File: config.mk
export PLATFORM = sky130hd
export DESIGN_NAME = dcs_top
export DESIGN_NICKNAME = d
export VERILOG_FILES = /design/src/rtl/dcs_pkg.sv /design/src/rtl/dcs_regs.sv /design/src/rtl/dcs_fetch.sv /design/src/rtl/dcs_ctrl.sv /design/src/rtl/dcs_top.sv
export SDC_FILE = /design/constraint.sdc
export NUM_CORES = 1
export LEC_CHECK = 0
export BUFFER_PORTS_ARGS = -buffer_cell sky130_fd_sc_hd__buf_4
export CORE_ASPECT_RATIO = 2
export CORE_MARGIN = 1.5
export CORE_UTILIZATION = 49
export DETAILED_ROUTE_END_ITERATION = 6
export PLACE_DENSITY_LB_ADDON = 0.12
export SYNTH_ARGS = -nofsm -noshare
export SYNTH_HDL_FRONTEND = slang
export SYNTH_SLANG_ARGS = --single-unit
File: constraint.sdc
create_clock -name clk -period 2.2 [get_ports clk]
set_clock_uncertainty 0.2 [all_clocks]
set_input_delay 0.11 -clock clk [delete_from_list [all_inputs] [get_ports clk]]
set_output_delay 0.11 -clock clk [all_outputs]
set_load 0.01 [all_outputs]
File: src/rtl/dcs_pkg.sv
`timescale 1ns/1ps
package dcs_pkg;
  localparam int DESC_WORDS = 4;

  localparam logic [1:0] RA_MODE = 2'd0;
  localparam logic [1:0] RA_STAT = 2'd1;
  localparam logic [1:0] RA_CDAR = 2'd2;
  localparam logic [1:0] RA_BCNT = 2'd3;

  localparam int MB_START  = 0;
  localparam int MB_ABORT  = 1;
  localparam int MB_EXT    = 2;
  localparam int MB_IE_END = 3;
  localparam int MB_IE_ERR = 4;
  localparam int MODE_W    = 5;

  localparam int SB_END  = 0;
  localparam int SB_DESC = 1;
  localparam int SB_PERR = 2;
  localparam int SB_XERR = 3;
  localparam int FLAG_W  = 4;

  typedef enum logic [1:0] {
    ST_IDLE,
    ST_WAIT_EXT,
    ST_FETCH,
    ST_MOVE
  } dcs_state_e;
endpackage

File: src/rtl/dcs_regs.sv
`timescale 1ns/1ps
module dcs_regs
  import dcs_pkg::*;
#(
  parameter int AW = 32,
  parameter int CW = 16
) (
  input  logic              clk,
  input  logic              rst,
  input  logic              reg_we,
  input  logic              reg_re,
  input  logic [1:0]        reg_addr,
  input  logic [AW-1:0]     reg_wdata,
  output logic [AW-1:0]     reg_rdata,
  input  logic              ev_end,
  input  logic              ev_desc,
  input  logic              ev_perr,
  input  logic              ev_xerr,
  input  logic              busy,
  input  logic              halted,
  input  logic [AW-1:0]     cdar,
  input  logic [CW-1:0]     bcnt,
  output logic [MODE_W-1:0] mode_bits,
  output logic              start_pulse,
  output logic              start_ext,
  output logic              cdar_we,
  output logic [AW-1:0]     cdar_wdata,
  output logic              irq
);
  logic [MODE_W-1:0] mode_q;
  logic [FLAG_W-1:0] flags_q;
  logic [FLAG_W-1:0] set_vec;
  logic [FLAG_W-1:0] clr_vec;
  logic              mode_wr;
  logic              irq_q;
  logic [AW-1:0]     rdata_q;

  assign mode_wr     = reg_we && (reg_addr == RA_MODE);
  assign start_pulse = mode_wr && reg_wdata[MB_START] && !mode_q[MB_START]
                       && !reg_wdata[MB_ABORT];
  assign start_ext   = reg_wdata[MB_EXT];
  assign cdar_we     = reg_we && (reg_addr == RA_CDAR);
  assign cdar_wdata  = reg_wdata;
  assign mode_bits   = mode_q;
  assign irq         = irq_q;
  assign reg_rdata   = rdata_q;

  always_comb begin
    set_vec          = '0;
    set_vec[SB_END]  = ev_end;
    set_vec[SB_DESC] = ev_desc;
    set_vec[SB_PERR] = ev_perr;
    set_vec[SB_XERR] = ev_xerr;
    clr_vec = (reg_we && (reg_addr == RA_STAT)) ? reg_wdata[FLAG_W-1:0] : '0;
  end

  always_ff @(posedge clk) begin
    if (rst) begin
      mode_q  <= '0;
      flags_q <= '0;
      irq_q   <= 1'b0;
    end else begin
      if (mode_wr) mode_q <= reg_wdata[MODE_W-1:0];
      flags_q <= (flags_q & ~clr_vec) | set_vec;
      irq_q   <= (flags_q[SB_END] & mode_q[MB_IE_END]) |
                 ((flags_q[SB_PERR] | flags_q[SB_XERR]) & mode_q[MB_IE_ERR]);
    end
  end

  always_ff @(posedge clk) begin
    if (rst) begin
      rdata_q <= '0;
    end else if (reg_re) begin
      case (reg_addr)
        RA_MODE: rdata_q <= {{(AW-MODE_W){1'b0}}, mode_q};
        RA_STAT: rdata_q <= {{(AW-FLAG_W-2){1'b0}}, halted, busy, flags_q};
        RA_CDAR: rdata_q <= cdar;
        default: rdata_q <= {{(AW-CW){1'b0}}, bcnt};
      endcase
    end
  end
endmodule

File: src/rtl/dcs_fetch.sv
`timescale 1ns/1ps
module dcs_fetch #(
  parameter int AW = 32,
  parameter int NW = 4
) (
  input  logic                 clk,
  input  logic                 rst,
  input  logic                 go,
  input  logic                 flush,
  input  logic [AW-1:0]        base,
  output logic                 mem_req,
  output logic [AW-1:0]        mem_addr,
  input  logic                 mem_ack,
  input  logic [AW-1:0]        mem_rdata,
  output logic                 done,
  output logic [NW-1:0][AW-1:0] words
);
  localparam int IW = (NW > 1) ? $clog2(NW) : 1;
  localparam logic [AW-1:0] STEP = AW'(AW / 8);
  localparam logic [IW-1:0] LAST = IW'(NW - 1);

  logic          req_q;
  logic [AW-1:0] addr_q;
  logic [IW-1:0] idx_q;
  logic          done_q;
  logic [NW-1:0][AW-1:0] words_q;

  assign mem_req  = req_q;
  assign mem_addr = addr_q;
  assign done     = done_q;
  assign words    = words_q;

  always_ff @(posedge clk) begin
    if (rst || flush) begin
      req_q  <= 1'b0;
      addr_q <= '0;
      idx_q  <= '0;
      done_q <= 1'b0;
    end else begin
      done_q <= 1'b0;
      if (go) begin
        req_q  <= 1'b1;
        addr_q <= base;
        idx_q  <= '0;
      end else if (req_q && mem_ack) begin
        if (idx_q == LAST) begin
          req_q  <= 1'b0;
          done_q <= 1'b1;
        end else begin
          idx_q  <= idx_q + 1'b1;
          addr_q <= addr_q + STEP;
        end
      end
    end
  end

  always_ff @(posedge clk) begin
    if (req_q && mem_ack) words_q[idx_q] <= mem_rdata;
  end
endmodule

File: src/rtl/dcs_ctrl.sv
`timescale 1ns/1ps
module dcs_ctrl
  import dcs_pkg::*;
#(
  parameter int AW    = 32,
  parameter int CW    = 16,
  parameter int ALIGN = 5
) (
  input  logic                          clk,
  input  logic                          rst,
  input  logic                          start_pulse,
  input  logic                          start_ext,
  input  logic                          mode_start,
  input  logic                          mode_abort,
  input  logic                          ext_start,
  input  logic                          cdar_we,
  input  logic [AW-1:0]                 cdar_wdata,
  input  logic                          fetch_done,
  input  logic [DESC_WORDS-1:0][AW-1:0] words,
  output logic                          fetch_go,
  output logic                          fetch_flush,
  output logic [AW-1:0]                 fetch_base,
  output logic                          mv_start,
  output logic [AW-1:0]                 mv_src,
  output logic [AW-1:0]                 mv_dst,
  output logic [CW-1:0]                 mv_len,
  output logic                          mv_abort,
  input  logic                          mv_done,
  input  logic [CW-1:0]                 mv_resid,
  input  logic                          mv_err,
  output logic                          busy,
  output logic                          halted,
  output logic [AW-1:0]                 cdar,
  output logic [CW-1:0]                 bcnt,
  output logic                          ev_end,
  output logic                          ev_desc,
  output logic                          ev_perr,
  output logic                          ev_xerr
);
  dcs_state_e    state_q;
  logic [AW-1:0] cdar_q, next_q, src_q, dst_q;
  logic [CW-1:0] len_q, bcnt_q;
  logic          eol_q, halted_q, mv_start_q, mv_abort_q;
  logic          abort_now, fin_ok, fin;
  logic          unused_bits;

  function automatic logic [AW-1:0] align_addr(input logic [AW-1:0] a);
    return {a[AW-1:ALIGN], {ALIGN{1'b0}}};
  endfunction

  assign unused_bits = ^{words[3][AW-1:CW], words[2][ALIGN-1:1]};

  assign abort_now   = mode_abort && (state_q != ST_IDLE);
  assign fin         = (state_q == ST_MOVE) && mv_done && !mode_abort;
  assign fin_ok      = fin && !mv_err && (mv_resid == '0);
  assign ev_desc     = fin_ok;
  assign ev_end      = fin_ok && eol_q;
  assign ev_perr     = fin && !mv_err && (mv_resid != '0);
  assign ev_xerr     = fin && mv_err;
  assign fetch_flush = abort_now;
  assign fetch_base  = (state_q == ST_MOVE) ? next_q : cdar_q;
  assign fetch_go    = ((state_q == ST_IDLE) && start_pulse && !start_ext) ||
                       ((state_q == ST_WAIT_EXT) && ext_start && mode_start && !mode_abort) ||
                       (fin_ok && !eol_q && mode_start);

  assign busy     = (state_q != ST_IDLE);
  assign halted   = halted_q;
  assign cdar     = cdar_q;
  assign bcnt     = bcnt_q;
  assign mv_start = mv_start_q;
  assign mv_abort = mv_abort_q;
  assign mv_src   = src_q;
  assign mv_dst   = dst_q;
  assign mv_len   = len_q;

  always_ff @(posedge clk) begin
    if (rst) begin
      state_q    <= ST_IDLE;
      cdar_q     <= '0;
      next_q     <= '0;
      src_q      <= '0;
      dst_q      <= '0;
      len_q      <= '0;
      bcnt_q     <= '0;
      eol_q      <= 1'b0;
      halted_q   <= 1'b0;
      mv_start_q <= 1'b0;
      mv_abort_q <= 1'b0;
    end else begin
      mv_start_q <= 1'b0;
      mv_abort_q <= 1'b0;
      case (state_q)
        ST_IDLE: begin
          if (cdar_we) cdar_q <= align_addr(cdar_wdata);
          if (start_pulse) begin
            halted_q <= 1'b0;
            state_q  <= start_ext ? ST_WAIT_EXT : ST_FETCH;
          end
        end
        ST_WAIT_EXT: begin
          if (mode_abort || !mode_start) begin
            halted_q <= 1'b1;
            state_q  <= ST_IDLE;
          end else if (ext_start) begin
            state_q <= ST_FETCH;
          end
        end
        ST_FETCH: begin
          if (mode_abort) begin
            halted_q <= 1'b1;
            state_q  <= ST_IDLE;
          end else if (fetch_done) begin
            src_q      <= words[0];
            dst_q      <= words[1];
            next_q     <= align_addr(words[2]);
            eol_q      <= words[2][0];
            len_q      <= words[3][CW-1:0];
            mv_start_q <= 1'b1;
            state_q    <= ST_MOVE;
          end
        end
        default: begin
          if (mode_abort) begin
            mv_abort_q <= 1'b1;
            halted_q   <= 1'b1;
            state_q    <= ST_IDLE;
          end else if (mv_done) begin
            bcnt_q <= mv_resid;
            if (!fin_ok || eol_q) begin
              state_q <= ST_IDLE;
            end else if (!mode_start) begin
              halted_q <= 1'b1;
              state_q  <= ST_IDLE;
            end else begin
              cdar_q  <= next_q;
              state_q <= ST_FETCH;
            end
          end
        end
      endcase
    end
  end
endmodule

File: src/rtl/dcs_top.sv
`timescale 1ns/1ps
module dcs_top
  import dcs_pkg::*;
#(
  parameter int AW    = 32,
  parameter int CW    = 16,
  parameter int ALIGN = 5
) (
  input  logic          clk,
  input  logic          rst,
  input  logic          reg_we,
  input  logic          reg_re,
  input  logic [1:0]    reg_addr,
  input  logic [AW-1:0] reg_wdata,
  output logic [AW-1:0] reg_rdata,
  output logic          mem_req,
  output logic [AW-1:0] mem_addr,
  input  logic          mem_ack,
  input  logic [AW-1:0] mem_rdata,
  output logic          mv_start,
  output logic [AW-1:0] mv_src,
  output logic [AW-1:0] mv_dst,
  output logic [CW-1:0] mv_len,
  output logic          mv_abort,
  input  logic          mv_done,
  input  logic [CW-1:0] mv_resid,
  input  logic          mv_err,
  input  logic          ext_start,
  output logic          irq
);
  logic [MODE_W-1:0]              mode_bits;
  logic                           start_pulse, start_ext, cdar_we;
  logic [AW-1:0]                  cdar_wdata, cdar, fetch_base;
  logic [CW-1:0]                  bcnt;
  logic                           busy, halted;
  logic                           ev_end, ev_desc, ev_perr, ev_xerr;
  logic                           fetch_go, fetch_flush, fetch_done;
  logic [DESC_WORDS-1:0][AW-1:0]  words;

  dcs_regs #(.AW(AW), .CW(CW)) u_regs (
    .clk(clk), .rst(rst),
    .reg_we(reg_we), .reg_re(reg_re), .reg_addr(reg_addr),
    .reg_wdata(reg_wdata), .reg_rdata(reg_rdata),
    .ev_end(ev_end), .ev_desc(ev_desc), .ev_perr(ev_perr), .ev_xerr(ev_xerr),
    .busy(busy), .halted(halted), .cdar(cdar), .bcnt(bcnt),
    .mode_bits(mode_bits), .start_pulse(start_pulse), .start_ext(start_ext),
    .cdar_we(cdar_we), .cdar_wdata(cdar_wdata), .irq(irq)
  );

  dcs_fetch #(.AW(AW), .NW(DESC_WORDS)) u_fetch (
    .clk(clk), .rst(rst), .go(fetch_go), .flush(fetch_flush), .base(fetch_base),
    .mem_req(mem_req), .mem_addr(mem_addr), .mem_ack(mem_ack),
    .mem_rdata(mem_rdata), .done(fetch_done), .words(words)
  );

  dcs_ctrl #(.AW(AW), .CW(CW), .ALIGN(ALIGN)) u_ctrl (
    .clk(clk), .rst(rst),
    .start_pulse(start_pulse), .start_ext(start_ext),
    .mode_start(mode_bits[MB_START]), .mode_abort(mode_bits[MB_ABORT]),
    .ext_start(ext_start), .cdar_we(cdar_we), .cdar_wdata(cdar_wdata),
    .fetch_done(fetch_done), .words(words),
    .fetch_go(fetch_go), .fetch_flush(fetch_flush), .fetch_base(fetch_base),
    .mv_start(mv_start), .mv_src(mv_src), .mv_dst(mv_dst), .mv_len(mv_len),
    .mv_abort(mv_abort), .mv_done(mv_done), .mv_resid(mv_resid), .mv_err(mv_err),
    .busy(busy), .halted(halted), .cdar(cdar), .bcnt(bcnt),
    .ev_end(ev_end), .ev_desc(ev_desc), .ev_perr(ev_perr), .ev_xerr(ev_xerr)
  );
endmodule

After elaboration in Yosys (flattened, before gate mapping)

Index checks and enable logic that the tools add are counted.

Input bits: 90
Output and inout port bits: 148
Flip-flop bits (word level): 367

Add/subtract/negate cells: 2
Reductions and logical operators: 60
Eq/ne operators: 17
Bitwise operators: 13
Order comparisons: 2
Mux-type cells: 40

Operator list:

| operator                | count |
|---|---|
| $mux W32                | 10 |
| $bwmux W128             | 1 |
| $pmux W32 S3            | 1 |
| $demux W32 S2           | 1 |
| $pmux W32 S2            | 1 |
| $add A32 B3 Y32 const B | 1 |
| $logic_and A1 B1 Y1     | 23 |
| $mux W2                 | 10 |
| $logic_not A16 Y1       | 1 |
| $reduce_bool A16 Y1     | 1 |
| $mux W1                 | 13 |
| $reduce_and A6 Y1       | 2 |
| $reduce_bool A2 Y1      | 5 |
| $reduce_or A3 Y1        | 3 |
| $eq A2 B2 Y1 const B    | 4 |
| $ne A2 B2 Y1 const B    | 4 |
| $logic_not A1 Y1        | 7 |
| $ne A2 B1 Y1 const B    | 3 |
| $ne A3 B3 Y1 const B    | 2 |
| $not A1 Y1              | 6 |
| $pmux W2 S3             | 1 |
| $reduce_and A2 Y1       | 3 |
| $reduce_and A3 Y1       | 2 |
| $logic_or A1 B1 Y1      | 5 |
| 19 further kinds        | 24 |

Logic depth before layout (Yosys ltp)

Word-level depth: 11
Depth in mapped cells: 10
Gate-level depth less buffers: 7

Cells and area by module

From an unflattened synthesis, not the netlist that was laid out.

Cells, all modules: 1379
Area total of the unflattened synthesis: 14415.1 µm²

By module, submodules not included:

| module    | sequential area each (µm²) | area an instance (µm²) | times used | cells each |
|---|---|---|---|---|
| dcs_ctrl  | 3123.0                     | 6492.5                 | 1          | 793 |
| dcs_fetch | 4564.4                     | 5820.6                 | 1          | 357 |
| dcs_regs  | 840.8                      | 2102.0                 | 1          | 229 |

Least setup slack after synthesis

No wires, ideal clock.

Path kind: reg2reg
From: reg u_ctrl.state_q[0]
To: reg u_fetch.addr_q[15] (netlist: u_fetch.mem_addr[15])
Slack: -0.163 ns
Required time: 1.914 ns
Setup time: 0.086 ns
Path buffers: 3
Stages on the path, launching flop included: 11
Data arrival time: 2.077 ns
Cell sequence: dfxtp_1 inv_1 ha_1 clkbuf_1 nor2b_1 a32o_1 o21ba_2 clkbuf_1 buf_2 a211oi_1 a211oi_1

Cells in the longest elaborated chain, start to end: 10
Elaborated cells between the ends (all ways): 24
Classes of those cells: eq/ne: 3; mux: 2; reduce/logical: 19

Ends and longest elaborated chain:

| element                                                      | RTL line                       | text |
|---|---|---|
| start: declaration                                           | dcs_ctrl.sv:40                 | `dcs_state_e state_q;` |
| start signal: assignment                                     | dcs_ctrl.sv:97                 | `state_q <= start_ext ? ST_WAIT_EXT : ST_FETCH;` |
| $eq A2 B2 Y1                                                 | dcs_ctrl.sv:54, dcs_ctrl.sv:61 |  |
| $logic_and A1 B1 Y1 (2 in series)                            | dcs_ctrl.sv:54                 | `assign fin = (state_q == ST_MOVE) && mv_done && !mode_abort;` |
| $logic_and A1 B1 Y1 (2 in series)                            | dcs_ctrl.sv:55                 | `assign fin_ok = fin && !mv_err && (mv_resid == '0);` |
| $logic_and A1 B1 Y1 (2 in series)                            | dcs_ctrl.sv:64                 | `(fin_ok && !eol_q && mode_start);` |
| $logic_or A1 B1 Y1                                           | dcs_ctrl.sv:63                 | `((state_q == ST_WAIT_EXT) && ext_start && mode_start && !mode_abort) \|\|` |
| $ne A2 B2 Y1 (no line) or $reduce_bool A2 Y1 (tied branches) | --                             |  |
| $reduce_and A2 Y1 (no line)                                  | --                             |  |
| end signal: assignment                                       | dcs_fetch.sv:43                | `addr_q <= base;` |
| end signal: assignment                                       | dcs_fetch.sv:51                | `addr_q <= addr_q + STEP;` |
| end: declaration                                             | dcs_fetch.sv:23                | `logic [AW-1:0] addr_q;` |

Parallel ways exist; a longest one is shown, timed or not.
A chain may end at the register's enable or synchronous reset.

Worst setup path after layout

From: reg u_ctrl.state_q[0]
To: reg u_fetch.addr_q[11] (netlist: u_fetch.mem_addr[11])

The elaborated chain is that of the path after synthesis.

==> impl_results.md <==
- Outcome: finished with violations
- Failing checks: negative setup slack
- CTS tree: done
- Starting density of the core: 49.92%
- PwrDens: 805.1 mW/mm^2
- EDFF count, synth: 108
- DP Worst Slack: -0.06043 ns
- Die H: 234.4 microns
- Dpl hpwl: 24.22 mm
- Hold_sp: reg_addr[0]
- Sw Share: 25.41%
- Initial DRT Pass Iterations: 5
- Worst r2r src: u_ctrl.state_q[0]$_SDFFE_PP0P_
- Cells after Synth: 1285
- Die area: 0.02782 sq mm
- CP required: 2.43 ns
- Tcrit/Tclk final: 100.9%
- CTS Sinks: between 300 and 400
- Final nets: 1725
- Combinational Power Share: 16.5%
- Slew @ Worst Pin: between 0.6 and 0.7 ns
- Initial antenna violation count: 0
- Final Slew Violations: 0
- WP data arrival: 2.45 ns
- Cell area after synthesis: roughly 0.013 sq mm
- Vias in the first global route: 10.29k
- Clk root buf: clkbuf_16
- Leakage power total: just under 7 nW
- Ys async rst share: 0%
- Largest net degree at the start of global routing: 70
- Final hold vios: 0
- Crit end category: flip-flop
- Setup TNS: -0.05519 ns
- Antenna cells: 0
- Cells on worst reg2reg path: 8
- Site row count: 84
- Fmax: 450.7 MHz
- Fillcell total: approximately 2.0k
- Port Buf Inserts: 235
- Die Wd: 118.7 microns
- Drt total wl: around 38 mm
- H-Tree Depth: 1
- Setup CP Type: flip-flop to flip-flop
- Setup crit start: u_ctrl.state_q[0]$_SDFFE_PP0P_
- FF+latch count, synth: 340
- Area Growth Syn to Fin: 36.38%
- CTS Buffer Depth: 3
- Crit path max fanout: 11
- Mean Syn Cell Area: 10.21 sq um
- YS warnings: 0
- Proportion of synthesized chip area in sequential cells: approximately 60%
- Total CTS buffers: 28
- Peak supply drop: 0.0008594 V
- Post-layout min period: about 2.2 ns
- Final std cells w/o fill: 1991
- Skew-Pair Late Insertion Delay: 0.56 ns
- Via count: around 11k
- Via density: 5.428
- Switching power: roughly 3.7 mW
- Worst hold path stage count: 4
- First-pass GRT wire length: 55.66 mm
- Final setup violation count: 4
- DR WL/cell: 18.92 microns
- Cell Int Power: 10.74 mW
- Worst setup margin: -0.01872 ns
- Boundary pin count: roughly 240
- Post-synth top flop: dfxtp_1
- Core region area: 0.02628 sq mm
- GRT Overall Usage: 25.49%
- Placed cell count: 1826
- CP Launch Type: flip-flop
- Max Cap Viol: 0
- Sequential fraction of design power: 47.1%
- Max_slew headroom: 58.23%
- DRC: 0
- DR iter-0 viols: 767
- Share of cells above drive strength 1: 23.92%
- Clk pwr share: about 36%
- Clock transition at path regs: 0.07 ns
- Final ANT Viol Nets: 0
- Hold WC Path Type: input pin to flip-flop
- Final Util: roughly two thirds
- Gpl congestion: around 0.94
- Remaining global-route overflow: 0
- RSZ-0062 raised after global routing: true
- Library cells used by synthesis: 52
worst paths after layout:
path                                            end  slack, ns
setup / recovery  u_fetch.mem_addr[11]$_SDFFE_PP0P_      -0.02
hold / removal     u_regs.reg_rdata[4]$_SDFFE_PP0P_       0.04
setup reg to reg  u_fetch.mem_addr[11]$_SDFFE_PP0P_      -0.02
hold reg to reg         u_ctrl.bcnt[8]$_SDFFE_PP0P_       0.25
cells by family (layout without fill, tap and decap cells):
logic type / after synthesis / in the layout / synth area share, %
multiplexers: 56 / 56 / 4.379
other: 1 / 2 / 0.02859
flip-flops: 340 / 340 / 60.14
AO/OA/AOI/OAI: 285 / 285 / 13.12
AND/OR/NAND/NOR: 461 / 461 / 16.20
buffers and inverters: 102 / 463 / 3.186
adder cells (fa/ha/maj): 10 / 10 / 0.9539
XOR/XNOR: 30 / 30 / 2.003
cell type report:
cell class | instances | area [sq um] | share of cell area [%]
clock inverters | 10 | 147.6 | 0.8254
multi-input cells | 844 | 5025 | 28.09
flip-flops and latches | 340 | 7895 | 44.14
inverters | 10 | 37.54 | 0.2098
well taps | 344 | 430.4 | 2.406
repair buffers | 401 | 3547 | 19.83
clock buffers | 42 | 805.8 | 4.504
flip-flops by register name, indices dropped and copies added, names as in the netlist, 27 cells and up:
name	flops
u_ctrl.next_q	27
u_fetch.words	108
u_fetch.mem_addr	30
u_ctrl.cdar	27
u_regs.reg_rdata	32
u_ctrl.mv_dst	32
u_ctrl.mv_src	32
through the flow:
stage / area (sq um) / total power, mW / hold WS [ns]
after global placement: 15550 / 8.836 / 0.1061
final: 17890 / 14.40 / 0.04330
after global routing: 17890 / 14.91 / 0.06562
after floorplan: 13160 / 8.169 / 0.008869
after detailed placement: 15550 / 8.873 / 0.1057
after CTS: 17500 / 14.23 / 0.005676
cells in the final DEF, fill, tap and decap left out, types with 9 or more instances in the layout:
master,netlist,routed
nor2b_1,50,49
buf_12,0,14
a211oi_1,51,42
dfxtp_1,232,230
a21oi_1,185,183
mux2i_1,45,45
edfxtp_1,108,108
buf_4,2,277
and3_1,11,9
mux2_2,11,11
a311oi_1,27,23
xor2_1,23,23
clkbuf_16,0,35
nor2_1,57,57
clkbuf_1,75,11
dlygate4sd3_1,0,99
nand4_1,15,15
nand3_1,18,18
nand2_1,266,265
worst max-delay path, cell delays in order (launching register included):
cell       delay [ns]
dfxtp_4          0.39
ha_4             0.13
and4bb_1         0.22
nand3b_1         0.16
buf_4            0.18
o21ba_4          0.23
clkbuf_16        0.19
a211oi_1         0.31
a211oi_1         0.08
per-layer routing:
metal | vias up | routed length, microns | global-route usage [%]
met5 | - | 0 | 0
met4 | 0 | 1735 | 11.90
met3 | 95 | 1952 | 3.551
met2 | 352 | 20030 | 46.11
met1 | 5180 | 13960 | 29.78
li1 | 5180 | - | -
Yosys cell counts, types with 2 or more instances:
| cell | number | area share, % |
|---|---|---|
| buf_2 | 4 | 0.15 |
| a22oi_1 | 2 | 0.11 |
| a21oi_1 | 185 | 7.1 |
| ha_1 | 10 | 0.95 |
| xnor2_1 | 7 | 0.47 |
| nand2_1 | 266 | 7.6 |
| nor2_1 | 57 | 1.6 |
| and4_1 | 4 | 0.27 |
| nor3b_1 | 2 | 0.11 |
| inv_1 | 9 | 0.26 |
| mux2i_1 | 45 | 3.4 |
| and3b_1 | 3 | 0.20 |
| xor2_1 | 23 | 1.5 |
| o211ai_1 | 4 | 0.23 |
| and2_1 | 5 | 0.24 |
| nor4_1 | 4 | 0.19 |
| and3_1 | 11 | 0.52 |
| a211oi_1 | 51 | 2.9 |
| edfxtp_1 | 108 | 25 |
| dfxtp_1 | 232 | 35 |
| buf_1 | 8 | 0.23 |
| mux2_2 | 11 | 0.94 |
| nor4_2 | 5 | 0.48 |
| buf_6 | 3 | 0.26 |
| buf_4 | 2 | 0.11 |
| nand4b_1 | 2 | 0.13 |
| nor3_1 | 8 | 0.31 |
| nand2b_1 | 4 | 0.19 |
| clkbuf_1 | 75 | 2.1 |
| nor2b_1 | 50 | 2.4 |
| o21ai_0 | 7 | 0.27 |
| nand4_1 | 15 | 0.72 |
| nand3_1 | 18 | 0.69 |
| a311oi_1 | 27 | 1.8 |
power by group through the flow:
| stage | combinational [mW] | clock [mW] | sequential, mW |
|---|---|---|---|
| floorplan | 1.30 | 0 | 6.87 |
| global placement | 1.93 | 0 | 6.91 |
| detailed placement | 1.96 | 0 | 6.91 |
| CTS | 2.11 | 5.34 | 6.77 |
| global route | 2.56 | 5.56 | 6.79 |
| finish | 2.38 | 5.24 | 6.78 |
what timing repair did:
action / CTS / global route
hold endpoints to repair: 222 / 0
pin swaps: 7 / 14
cloned: 0 / 6
resized for setup: 3 / 39
hold buffers: 99 / 0
endpoints found under the setup margin: 19 / 52
setup buffers: 0 / 8
Power figures use the tool's default switching activity.
